### config.mk
export PLATFORM = sky130hd
export DESIGN_NAME = pwm_group
export DESIGN_NICKNAME = d
export VERILOG_FILES = /design/src/rtl/pwmg_pkg.sv /design/src/rtl/pwmg_regs.sv /design/src/rtl/pwmg_counter.sv /design/src/rtl/pwmg_channel.sv /design/src/rtl/pwm_group.sv
export SDC_FILE = /design/constraint.sdc
export NUM_CORES = 1
export LEC_CHECK = 0
export ABC_CLOCK_PERIOD_IN_PS = 13900
export BUFFER_PORTS_ARGS = -buffer_cell sky130_fd_sc_hd__buf_2
export CORE_UTILIZATION = 43
export DETAILED_ROUTE_END_ITERATION = 12
export SLEW_MARGIN = 20
export SYNTH_ARGS = -nofsm -noshare
export SYNTH_HDL_FRONTEND = slang
export SYNTH_HIERARCHICAL = 1
export SYNTH_SLANG_ARGS = --single-unit
### constraint.sdc
create_clock -name clk -period 13.9 [get_ports clk]
set_input_delay 2.78 -clock clk [delete_from_list [all_inputs] [get_ports clk]]
set_output_delay 2.78 -clock clk [all_outputs]
set_load 0.01 [all_outputs]
### src/rtl/pwmg_pkg.sv
package pwmg_pkg;
  localparam int unsigned MAX_CH    = 4;
  localparam int unsigned ADDR_W    = 3;
  localparam logic [ADDR_W-1:0] A_CTRL   = 3'd0;
  localparam logic [ADDR_W-1:0] A_PERIOD = 3'd1;
  localparam int unsigned       A_DUTY0  = 2;
endpackage

### src/rtl/pwmg_regs.sv
module pwmg_regs
  import pwmg_pkg::*;
#(
  parameter int unsigned DW      = 16,
  parameter int unsigned NUM_OUT = 4
) (
  input  logic                           clk,
  input  logic                           rst_n,
  input  logic                           wr_en,
  input  logic [ADDR_W-1:0]              addr,
  input  logic [DW-1:0]                  wr_data,
  output logic                           en_q,
  output logic                           en_nxt,
  output logic [DW-1:0]                  per_sh,
  output logic [MAX_CH-1:0][DW-1:0]      duty_sh,
  output logic [DW-1:0]                  rd_data
);

  logic [DW-1:0] per_nxt;

  always_comb begin
    en_nxt = en_q;
    if (wr_en && addr == A_CTRL) en_nxt = wr_data[0];
  end

  always_comb begin
    per_nxt = per_sh;
    if (wr_en && addr == A_PERIOD) per_nxt = wr_data;
  end

  always_ff @(posedge clk or negedge rst_n) begin
    if (!rst_n) begin
      en_q   <= 1'b0;
      per_sh <= '0;
    end else begin
      en_q   <= en_nxt;
      per_sh <= per_nxt;
    end
  end

  for (genvar i = 0; i < MAX_CH; i++) begin : g_shadow
    if (i < NUM_OUT) begin : g_live
      logic [DW-1:0] d_nxt;
      logic          hit;
      assign hit = wr_en && (addr == ADDR_W'(A_DUTY0 + i));
      always_comb begin
        d_nxt = duty_sh[i];
        if (hit) d_nxt = wr_data;
      end
      always_ff @(posedge clk or negedge rst_n) begin
        if (!rst_n) duty_sh[i] <= '0;
        else        duty_sh[i] <= d_nxt;
      end
    end else begin : g_dead
      assign duty_sh[i] = '0;
    end
  end

  always_comb begin
    rd_data = '0;
    if (addr == A_CTRL)   rd_data = {{(DW-1){1'b0}}, en_q};
    if (addr == A_PERIOD) rd_data = per_sh;
    for (int i = 0; i < MAX_CH; i++) begin
      if (addr == ADDR_W'(A_DUTY0 + i)) rd_data = duty_sh[i];
    end
  end

  // holding period only moves on a write to it
  assert_shadow_hold_R7: assert property (@(posedge clk) disable iff (!rst_n)
    !(wr_en && addr == A_PERIOD) |=> $stable(per_sh));

endmodule

### src/rtl/pwmg_counter.sv
module pwmg_counter #(
  parameter int unsigned DW = 16
) (
  input  logic          clk,
  input  logic          rst_n,
  input  logic          en_q,
  input  logic          en_nxt,
  input  logic [DW-1:0] per_sh,
  output logic [DW-1:0] cnt,
  output logic [DW-1:0] per_act,
  output logic          load
);

  logic          at_end;
  logic [DW-1:0] cnt_nxt;
  logic [DW-1:0] per_nxt;

  assign at_end = (cnt == per_act);
  assign load   = !en_q || at_end;

  always_comb begin
    if (!en_q || !en_nxt || at_end) cnt_nxt = '0;
    else                            cnt_nxt = cnt + DW'(1);
  end

  always_comb begin
    per_nxt = per_act;
    if (load) per_nxt = per_sh;
  end

  always_ff @(posedge clk or negedge rst_n) begin
    if (!rst_n) begin
      cnt     <= '0;
      per_act <= '0;
    end else begin
      cnt     <= cnt_nxt;
      per_act <= per_nxt;
    end
  end

  // count never passes the working period
  assert_cnt_in_range_R2: assert property (@(posedge clk) disable iff (!rst_n)
    cnt <= per_act);

  // a match returns the count to zero
  assert_wrap_zero_R2: assert property (@(posedge clk) disable iff (!rst_n)
    (en_q && at_end) |=> (cnt == '0));

  // stopped counter sits at zero
  assert_idle_zero_R8: assert property (@(posedge clk) disable iff (!rst_n)
    !en_q |-> (cnt == '0));

  // working period is fixed inside a running cycle
  assert_period_hold_R7: assert property (@(posedge clk) disable iff (!rst_n)
    (en_q && $past(en_q) && !$past(at_end)) |-> $stable(per_act));

endmodule

### src/rtl/pwmg_channel.sv
module pwmg_channel #(
  parameter int unsigned DW = 16
) (
  input  logic          clk,
  input  logic          rst_n,
  input  logic          en_q,
  input  logic          load,
  input  logic [DW-1:0] cnt,
  input  logic [DW-1:0] per_act,
  input  logic [DW-1:0] duty_sh,
  output logic          pwm
);

  logic [DW-1:0] duty_act;
  logic [DW-1:0] duty_nxt;
  logic          full_on;
  logic          in_high;

  always_comb begin
    duty_nxt = duty_act;
    if (load) duty_nxt = duty_sh;
  end

  always_ff @(posedge clk or negedge rst_n) begin
    if (!rst_n) duty_act <= '0;
    else        duty_act <= duty_nxt;
  end

  assign full_on = (duty_act >= per_act);
  assign in_high = (cnt <= duty_act);
  assign pwm     = en_q && (full_on || in_high);

  // output falls on the clock after its match
  assert_low_after_match_R3: assert property (@(posedge clk) disable iff (!rst_n)
    (en_q && cnt == duty_act && duty_act < per_act) |=> !pwm);

  // every new cycle starts high, so no all-low waveform
  assert_restart_high_R4: assert property (@(posedge clk) disable iff (!rst_n)
    (en_q && $past(en_q) && $past(cnt == per_act)) |-> pwm);

  // working compare value is fixed inside a running cycle
  assert_duty_hold_R7: assert property (@(posedge clk) disable iff (!rst_n)
    (en_q && $past(en_q) && !$past(load)) |-> $stable(duty_act));

endmodule

### src/rtl/pwm_group.sv
module pwm_group
  import pwmg_pkg::*;
#(
  parameter int unsigned DW      = 16,
  parameter int unsigned NUM_OUT = 4
) (
  input  logic               clk,
  input  logic               rst_n,
  input  logic               wr_en,
  input  logic [2:0]         addr,
  input  logic [DW-1:0]      wr_data,
  output logic [DW-1:0]      rd_data,
  output logic [DW-1:0]      count_o,
  output logic [3:0]         pwm_o
);

  logic [1:0]                 rst_pipe;
  logic                       rst_sync_n;
  logic                       en_q;
  logic                       en_nxt;
  logic [DW-1:0]              per_sh;
  logic [MAX_CH-1:0][DW-1:0]  duty_sh;
  logic [DW-1:0]              cnt;
  logic [DW-1:0]              per_act;
  logic                       load;

  always_ff @(posedge clk or negedge rst_n) begin
    if (!rst_n) rst_pipe <= 2'b00;
    else        rst_pipe <= {rst_pipe[0], 1'b1};
  end
  assign rst_sync_n = rst_pipe[1];

  pwmg_regs #(.DW(DW), .NUM_OUT(NUM_OUT)) u_regs (
    .clk     (clk),
    .rst_n   (rst_sync_n),
    .wr_en   (wr_en),
    .addr    (addr),
    .wr_data (wr_data),
    .en_q    (en_q),
    .en_nxt  (en_nxt),
    .per_sh  (per_sh),
    .duty_sh (duty_sh),
    .rd_data (rd_data)
  );

  pwmg_counter #(.DW(DW)) u_cnt (
    .clk     (clk),
    .rst_n   (rst_sync_n),
    .en_q    (en_q),
    .en_nxt  (en_nxt),
    .per_sh  (per_sh),
    .cnt     (cnt),
    .per_act (per_act),
    .load    (load)
  );

  for (genvar i = 0; i < MAX_CH; i++) begin : g_ch
    if (i < NUM_OUT) begin : g_live
      pwmg_channel #(.DW(DW)) u_ch (
        .clk     (clk),
        .rst_n   (rst_sync_n),
        .en_q    (en_q),
        .load    (load),
        .cnt     (cnt),
        .per_act (per_act),
        .duty_sh (duty_sh[i]),
        .pwm     (pwm_o[i])
      );
    end else begin : g_dead
      assign pwm_o[i] = 1'b0;
    end
  end

  assign count_o = cnt;

endmodule

==> results.py, run 1 <==
metrics = {
    "outcome": {
        "outcome": "finished clean",
    },
    "layout": {
        "area_delta_synth_final_pct": 10.1,
        "final_core_util": 0.485,
        "most-common-layout-cells": "dfrtp_1 (178), inv_1 (134), ha_1 (129)",
        "num_antenna_cells": 0,
        "drive_gt1_frac": 0.193,
        "final_common_cell": "dfrtp_1",
        "stdcell_area_sq_mm": 0.0122,
        "finalNetCount": 1252,
    },
    "clock_tree": {
        "cts_sinks": 179,
        "clkTransAtPathRegs_ns": 0.07,
        "ctsHoldBuffers": 0,
        "cts_buffers": 17,
        "clk_path_buf_depth": 2,
        "clock_latency_ns": 0.43,
        "cts_resized": 0,
        "postCtsSetupBuffers": 0,
        "htree_levels": 4,
        "cts_tree": "yes",
        "cts_root_buf": "clkbuf_16",
    },
    "place": {
        "hpwl_microns": 21300,
        "post-place-ws_ns": 6.66,
        "io_buffers": 57,
        "gp_congestion": 0.851,
        "place_area_sq_mm": 0.0117,
    },
    "synthesis": {
        "synth.top_cell.area_share": 0.403,
        "synth_seq_cells": 179,
        "syn_inst": 1054,
        "synthTopCellsByArea": "dfrtp_1 (40%), ha_1 (15%), mux2_2 (6.9%)",
        "synth_edf_count": 0,
        "synth-main-ff-cell": "dfrtp_1",
        "ys_seq_area_frac": 0.403,
        "synth_area_leader_cell": "dfrtp_1",
        "ys_warn_count": 6,
        "avgSynthCellArea_sq_um": 10.6,
        "synth_nets": 1205,
        "synth_cell_type_count": 54,
        "async_flop_share": 1.00,
        "syn_area_sq_mm": 0.0111,
    },
    "critical_path": {
        "endpoint_kind": "primary output",
        "r2r_setup_slack_ns": 10.96,
        "start_kind": "primary input",
        "crit_arrival_ns": 4.42,
        "worstReg2RegEnd": "g_ch[3].g_live.u_ch/duty_act[12]$_DFFE_PN0P_",
        "critPathBufInv": 3,
        "cp_data_required_time_ns": 11.12,
        "worstPathMaxFanout": 38,
        "crit_top_cell": "buf_2",
        "reg2regPathDepth": 6,
        "slowest_stage": "nand2b_1",
        "critPathKind": "primary input to primary output",
        "max_stage_delay_ns": 0.65,
        "path_cells": "buf_2 -> buf_4 -> nand2b_1 -> o221ai_1 -> buf_2",
        "r2r-start": "u_cnt/cnt[3]$_DFF_PN0_",
        "cpLargestDelayFamily": "buffers and inverters",
    },
    "drt": {
        "drc_errors": 0,
        "drt-total-wl_microns": 28400,
        "drt_iter0_drc": 460,
        "drt_first_pass_iters": 5,
        "wl_per_cell_microns": 19.7,
        "vias": 7901,
        "routed_via_density": 5.47,
        "ant_nets": 0,
    },
    "global_routing": {
        "grt-ovfl-total": 0,
        "grt_max_degree": 101,
        "grt.total_usage": 0.226,
        "first_global_vias": 8012,
        "grt_first_pass_wirelength_microns": 45300,
        "antenna_found_initial": 0,
    },
    "run": {
        "cap_violations": 0,
    },
    "pwr": {
        "irDropWorstVdd_uv": 80.4,
        "power_density_mw_per_mm2": 167,
        "leakagePower_uw": 0.00590,
    },
    "sta": {
        "clock-skew-final_ns": 0.00873,
        "slew_viol_final": 0,
        "setup_violations": 0,
        "fmax_mhz": 139,
        "period_needed_ns": 7.20,
        "finalWorstSetupSlack_ns": 6.70,
        "slew_headroom": 0.236,
        "finalHoldViolCount": 0,
        "period_share": 0.518,
        "rsz0062_at_grt": "no",
        "worst_pin_slew_ns": 1.14,
        "setup_tns_ns": 0,
    },
    "min_path": {
        "hold_class": "flop to asynchronous set/reset pin",
    },
    "die": {
        "row_count": 58,
        "core_area_sq_mm": 0.0253,
        "fp.dieH_microns": 163,
        "die_x_microns": 163,
        "die_area_sq_mm": 0.0265,
        "io_pins": 58,
        "start_util": 0.441,
    },
}
[area by class of cell]
| type | count | area (sq um) |
|---|---|---|
| clock buffer | 17 | 425 |
| multi-input combinational | 703 | 5900 |
| inverter | 134 | 503 |
| timing repair buffer | 66 | 353 |
| fill | 2383 | 13000 |
| tap | 330 | 413 |
| clock inverter | 15 | 169 |
| sequential | 179 | 4480 |
[power by group]
group / leakage [uW] / switching [uW] / internal, uW / total, uW
combinational: 0.00341 / 404 / 324 / 727
clock: 0.000289 / 227 / 271 / 498
sequential: 0.00220 / 156 / 661 / 816
[Yosys cell counts, types with 8 or more instances]
cell and count:
nor2b_1 8, mux2i_1 33, nand2b_1 9, a21oi_1 43
ha_1 129, nor4_1 8, mux2_2 68, and4_1 8
dfrtp_1 179, nand2_1 88, mux2_1 9, nor2_1 9
nand4_1 23, nor3_1 19, a21oi_2 8, a21o_1 8
clkbuf_1 18, mux2_4 20, o21ai_0 87, nand3_1 14
a211o_1 15, inv_1 134, xnor2_1 27
[state kept, by name, summed over array words and instances (netlist names)]
name / count
u_regs/duty_sh: 64
u_regs/en_q: 1
u_regs/per_sh: 16
u_cnt/cnt: 16
u_cnt/per_act: 16
g_ch.g_live.u_ch/duty_act: 64
rst_pipe: 2
[stage by stage]
step / std cells / hold WS [ns] / total power [uW]
6_report: 1444 / 0.316 / 2040
4_1_cts: 1444 / 0.353 / 2050
3_3_place_gp: 1412 / 0.333 / 1530
3_5_place_dp: 1412 / 0.339 / 1550
5_1_grt: 1444 / 0.358 / 2190
2_1_floorplan: 1054 / 0.331 / 1310
[how the worst max path moves through the flow]
stage | start | slack [ns] | depth (start not counted) | to
floorplan | addr[0] | 7.35 | 5 | rd_data[10]
global placement | addr[2] | 6.70 | 5 | rd_data[3]
detailed placement | addr[2] | 6.66 | 5 | rd_data[11]
CTS | addr[2] | 6.65 | 5 | rd_data[11]
global route | addr[2] | 6.55 | 5 | rd_data[11]
finish | addr[2] | 6.70 | 5 | rd_data[0]
[layer usage]
layer	GRT usage	wire length, microns	vias up
li1	-	-	3839
met1	0.332	14500	3887
met2	0.347	12500	144
met3	0.0257	910	31
met4	0.0675	525	0
met5	0	0	-
[kinds of logic (layout without fill, tap and decap cells)]
family / count (synthesis) / count (layout) / synth area share
AOI/OAI and AO/OA: 207 / 207 / 0.123
DFF: 179 / 179 / 0.403
adders and majority gates: 129 / 129 / 0.145
muxes: 130 / 130 / 0.135
buffers and inverters: 172 / 232 / 0.0672
xor gates and xnor gates: 30 / 30 / 0.0236
other: 1 / 1 / 0.000337
and+or+nand+nor: 206 / 206 / 0.104
Power figures use the tool's default switching activity.
==> inputs of run 2 (changes only) <==
Settings changed: ABC_CLOCK_PERIOD_IN_PS 13900 to 7300.
Clock period 13.9 ns to 7.3 ns, I/O delays scaled along.
==> run 2 against run 1 <==
- clock skew shrank 0.0010 ns
- setup slack worse by 3.9 ns
- register-to-register slack got worse by 7.1 ns
- global-route usage is 0.083 points higher
- cell count grew 0.14%
- combinational power is 94% higher
- total power up 91%
- critical path depth shrank 1
- sequential cell count did not move
- non-clock buffer count grew 2
- routed wire length about the same
- critical path type unchanged
- critical endpoint is now rd_data[4]
==> results.py, run 2 (synthesis gave the netlist of run 1 again) <==
metrics = {
    "outcome": {
        "outcome": "finished clean",
    },
    "drt": {
        "ant_nets": 0,
        "drt_iter0_drc": 555,
        "drc_errors": 0,
        "drt_first_pass_iters": 5,
        "routed_via_density": 5.57,
        "vias": 8051,
        "drt-total-wl_microns": 28400,
        "wl_per_cell_microns": 19.7,
    },
    "layout": {
        "largestRegisters": "g_ch.g_live.u_ch/duty_act: 64 flops, u_regs/duty_sh: 64 flops",
        "num_antenna_cells": 0,
        "drive_gt1_frac": 0.194,
        "finalNetCount": 1254,
        "final_common_cell": "dfrtp_1",
        "most-common-layout-cells": "dfrtp_1 (178), inv_1 (134), ha_1 (129)",
        "fin_cells": 1446,
        "area_delta_synth_final_pct": 10.4,
        "final_core_util": 0.486,
    },
    "clock_tree": {
        "clk_path_buf_depth": 2,
        "cts_tree": "yes",
        "clock_latency_ns": 0.43,
        "cts_resized": 0,
        "cts_buffers": 17,
        "htree_levels": 4,
        "cts_sinks": 179,
        "cts_root_buf": "clkbuf_16",
        "postCtsSetupBuffers": 0,
        "clkTransAtPathRegs_ns": 0.07,
        "ctsHoldBuffers": 0,
    },
    "pwr": {
        "p_sw_uw": 1490,
        "p_total_uw": 3900,
        "clkPwrFrac": 0.242,
        "p_sw_frac": 0.381,
        "p_int_uw": 2410,
        "seqPwrFrac": 0.396,
        "power_density_mw_per_mm2": 317,
        "leakagePower_uw": 0.00592,
        "p_comb_frac": 0.362,
        "irDropWorstVdd_uv": 136,
    },
    "critical_path": {
        "path_cells": "buf_2 -> nand2b_1 -> o21ai_0 -> buf_2",
        "cp_data_required_time_ns": 5.84,
        "critPathKind": "primary input to primary output",
        "start_kind": "primary input",
        "crit_top_cell": "buf_2",
        "crit_arrival_ns": 3.07,
        "worstPathMaxFanout": 23,
        "max_stage_delay_ns": 0.54,
        "slowest_stage": "nand2b_1",
        "r2r_setup_slack_ns": 3.89,
        "reg2regPathDepth": 7,
        "endpoint_kind": "primary output",
    },
    "global_routing": {
        "antenna_found_initial": 0,
        "grt.total_usage": 0.227,
        "grt_first_pass_wirelength_microns": 45300,
        "first_global_vias": 7927,
        "grt_max_degree": 178,
        "grt-ovfl-total": 0,
    },
    "die": {
        "die_area_sq_mm": 0.0265,
        "io_pins": 58,
        "start_util": 0.441,
        "row_count": 58,
        "fp.dieH_microns": 163,
        "core_area_sq_mm": 0.0253,
        "die_x_microns": 163,
    },
    "min_path": {
        "worstHoldPathCells": 0,
        "hold_class": "flop to flop",
    },
    "run": {
        "cap_violations": 0,
    },
    "sta": {
        "period_share": 0.621,
        "setup_violations": 0,
        "finalHoldViolCount": 0,
        "period_needed_ns": 4.53,
        "worst_pin_slew_ns": 1.06,
        "finalWorstSetupSlack_ns": 2.77,
        "rsz0062_at_grt": "no",
        "fmax_mhz": 221,
        "slew_headroom": 0.292,
        "setup_tns_ns": 0,
        "slew_viol_final": 0,
        "clock-skew-final_ns": 0.00769,
    },
    "place": {
        "gp_congestion": 0.850,
        "post-place-ws_ns": 2.75,
        "hpwl_microns": 21100,
        "io_buffers": 57,
        "dp.cells": 1413,
    },
}
## run 2: layer usage
metal | GRT usage | share of wire
met3 | 0.0382 | 0.047
met5 | 0 | 0
met4 | 0.0697 | 0.018
met1 | 0.327 | 0.49
met2 | 0.346 | 0.44
## run 2: power groups by stage
stage          Clock (uW)  Combinational [uW]  Sequential, uW
6_report              944                1410            1540
5_1_grt              1010                1630            1580
4_1_cts               967                1420            1540
3_5_place_dp            0                1400            1560
3_3_place_gp            0                1350            1550
2_1_floorplan           0                1040            1450
## run 2: worst paths after layout
path / start / end
max: addr[1] / rd_data[4]
min: rst_pipe[0]$_DFF_PN0_ / rst_pipe[1]$_DFF_PN0_
max reg2reg: u_cnt/cnt[3]$_DFF_PN0_ / u_cnt/per_act[12]$_DFFE_PN0P_
min reg2reg: rst_pipe[0]$_DFF_PN0_ / rst_pipe[1]$_DFF_PN0_
max in group asynchronous: rst_pipe[1]$_DFF_PN0_ / g_ch[2].g_live.u_ch/duty_act[4]$_DFFE_PN0P_
min in group asynchronous: rst_pipe[1]$_DFF_PN0_ / u_regs/duty_sh[42]$_DFFE_PN0P_
## run 2: critical path, delay by kind of cell
family	cells	cell delay, ns
buf+inv	2	0.64
simple gates	1	0.54
compound gates	1	0.41
## run 2: cell type report
class / instances / area (sq um)
sequential: 179 / 4480
multi-input combinational: 703 / 5900
clock inverter: 13 / 146
tap: 330 / 413
fill: 2371 / 13000
timing repair buffer: 68 / 384
inverter: 134 / 503
clock buffer: 19 / 453
## run 2: metrics by stage
| stage | hold slack [ns] | cell area (sq um) |
|---|---|---|
| global placement | 0.338 | 11700 |
| detailed placement | 0.347 | 11700 |
| floorplan | 0.331 | 11100 |
| global route | 0.373 | 12300 |
| CTS | 0.364 | 12300 |
| finish | 0.360 | 12300 |
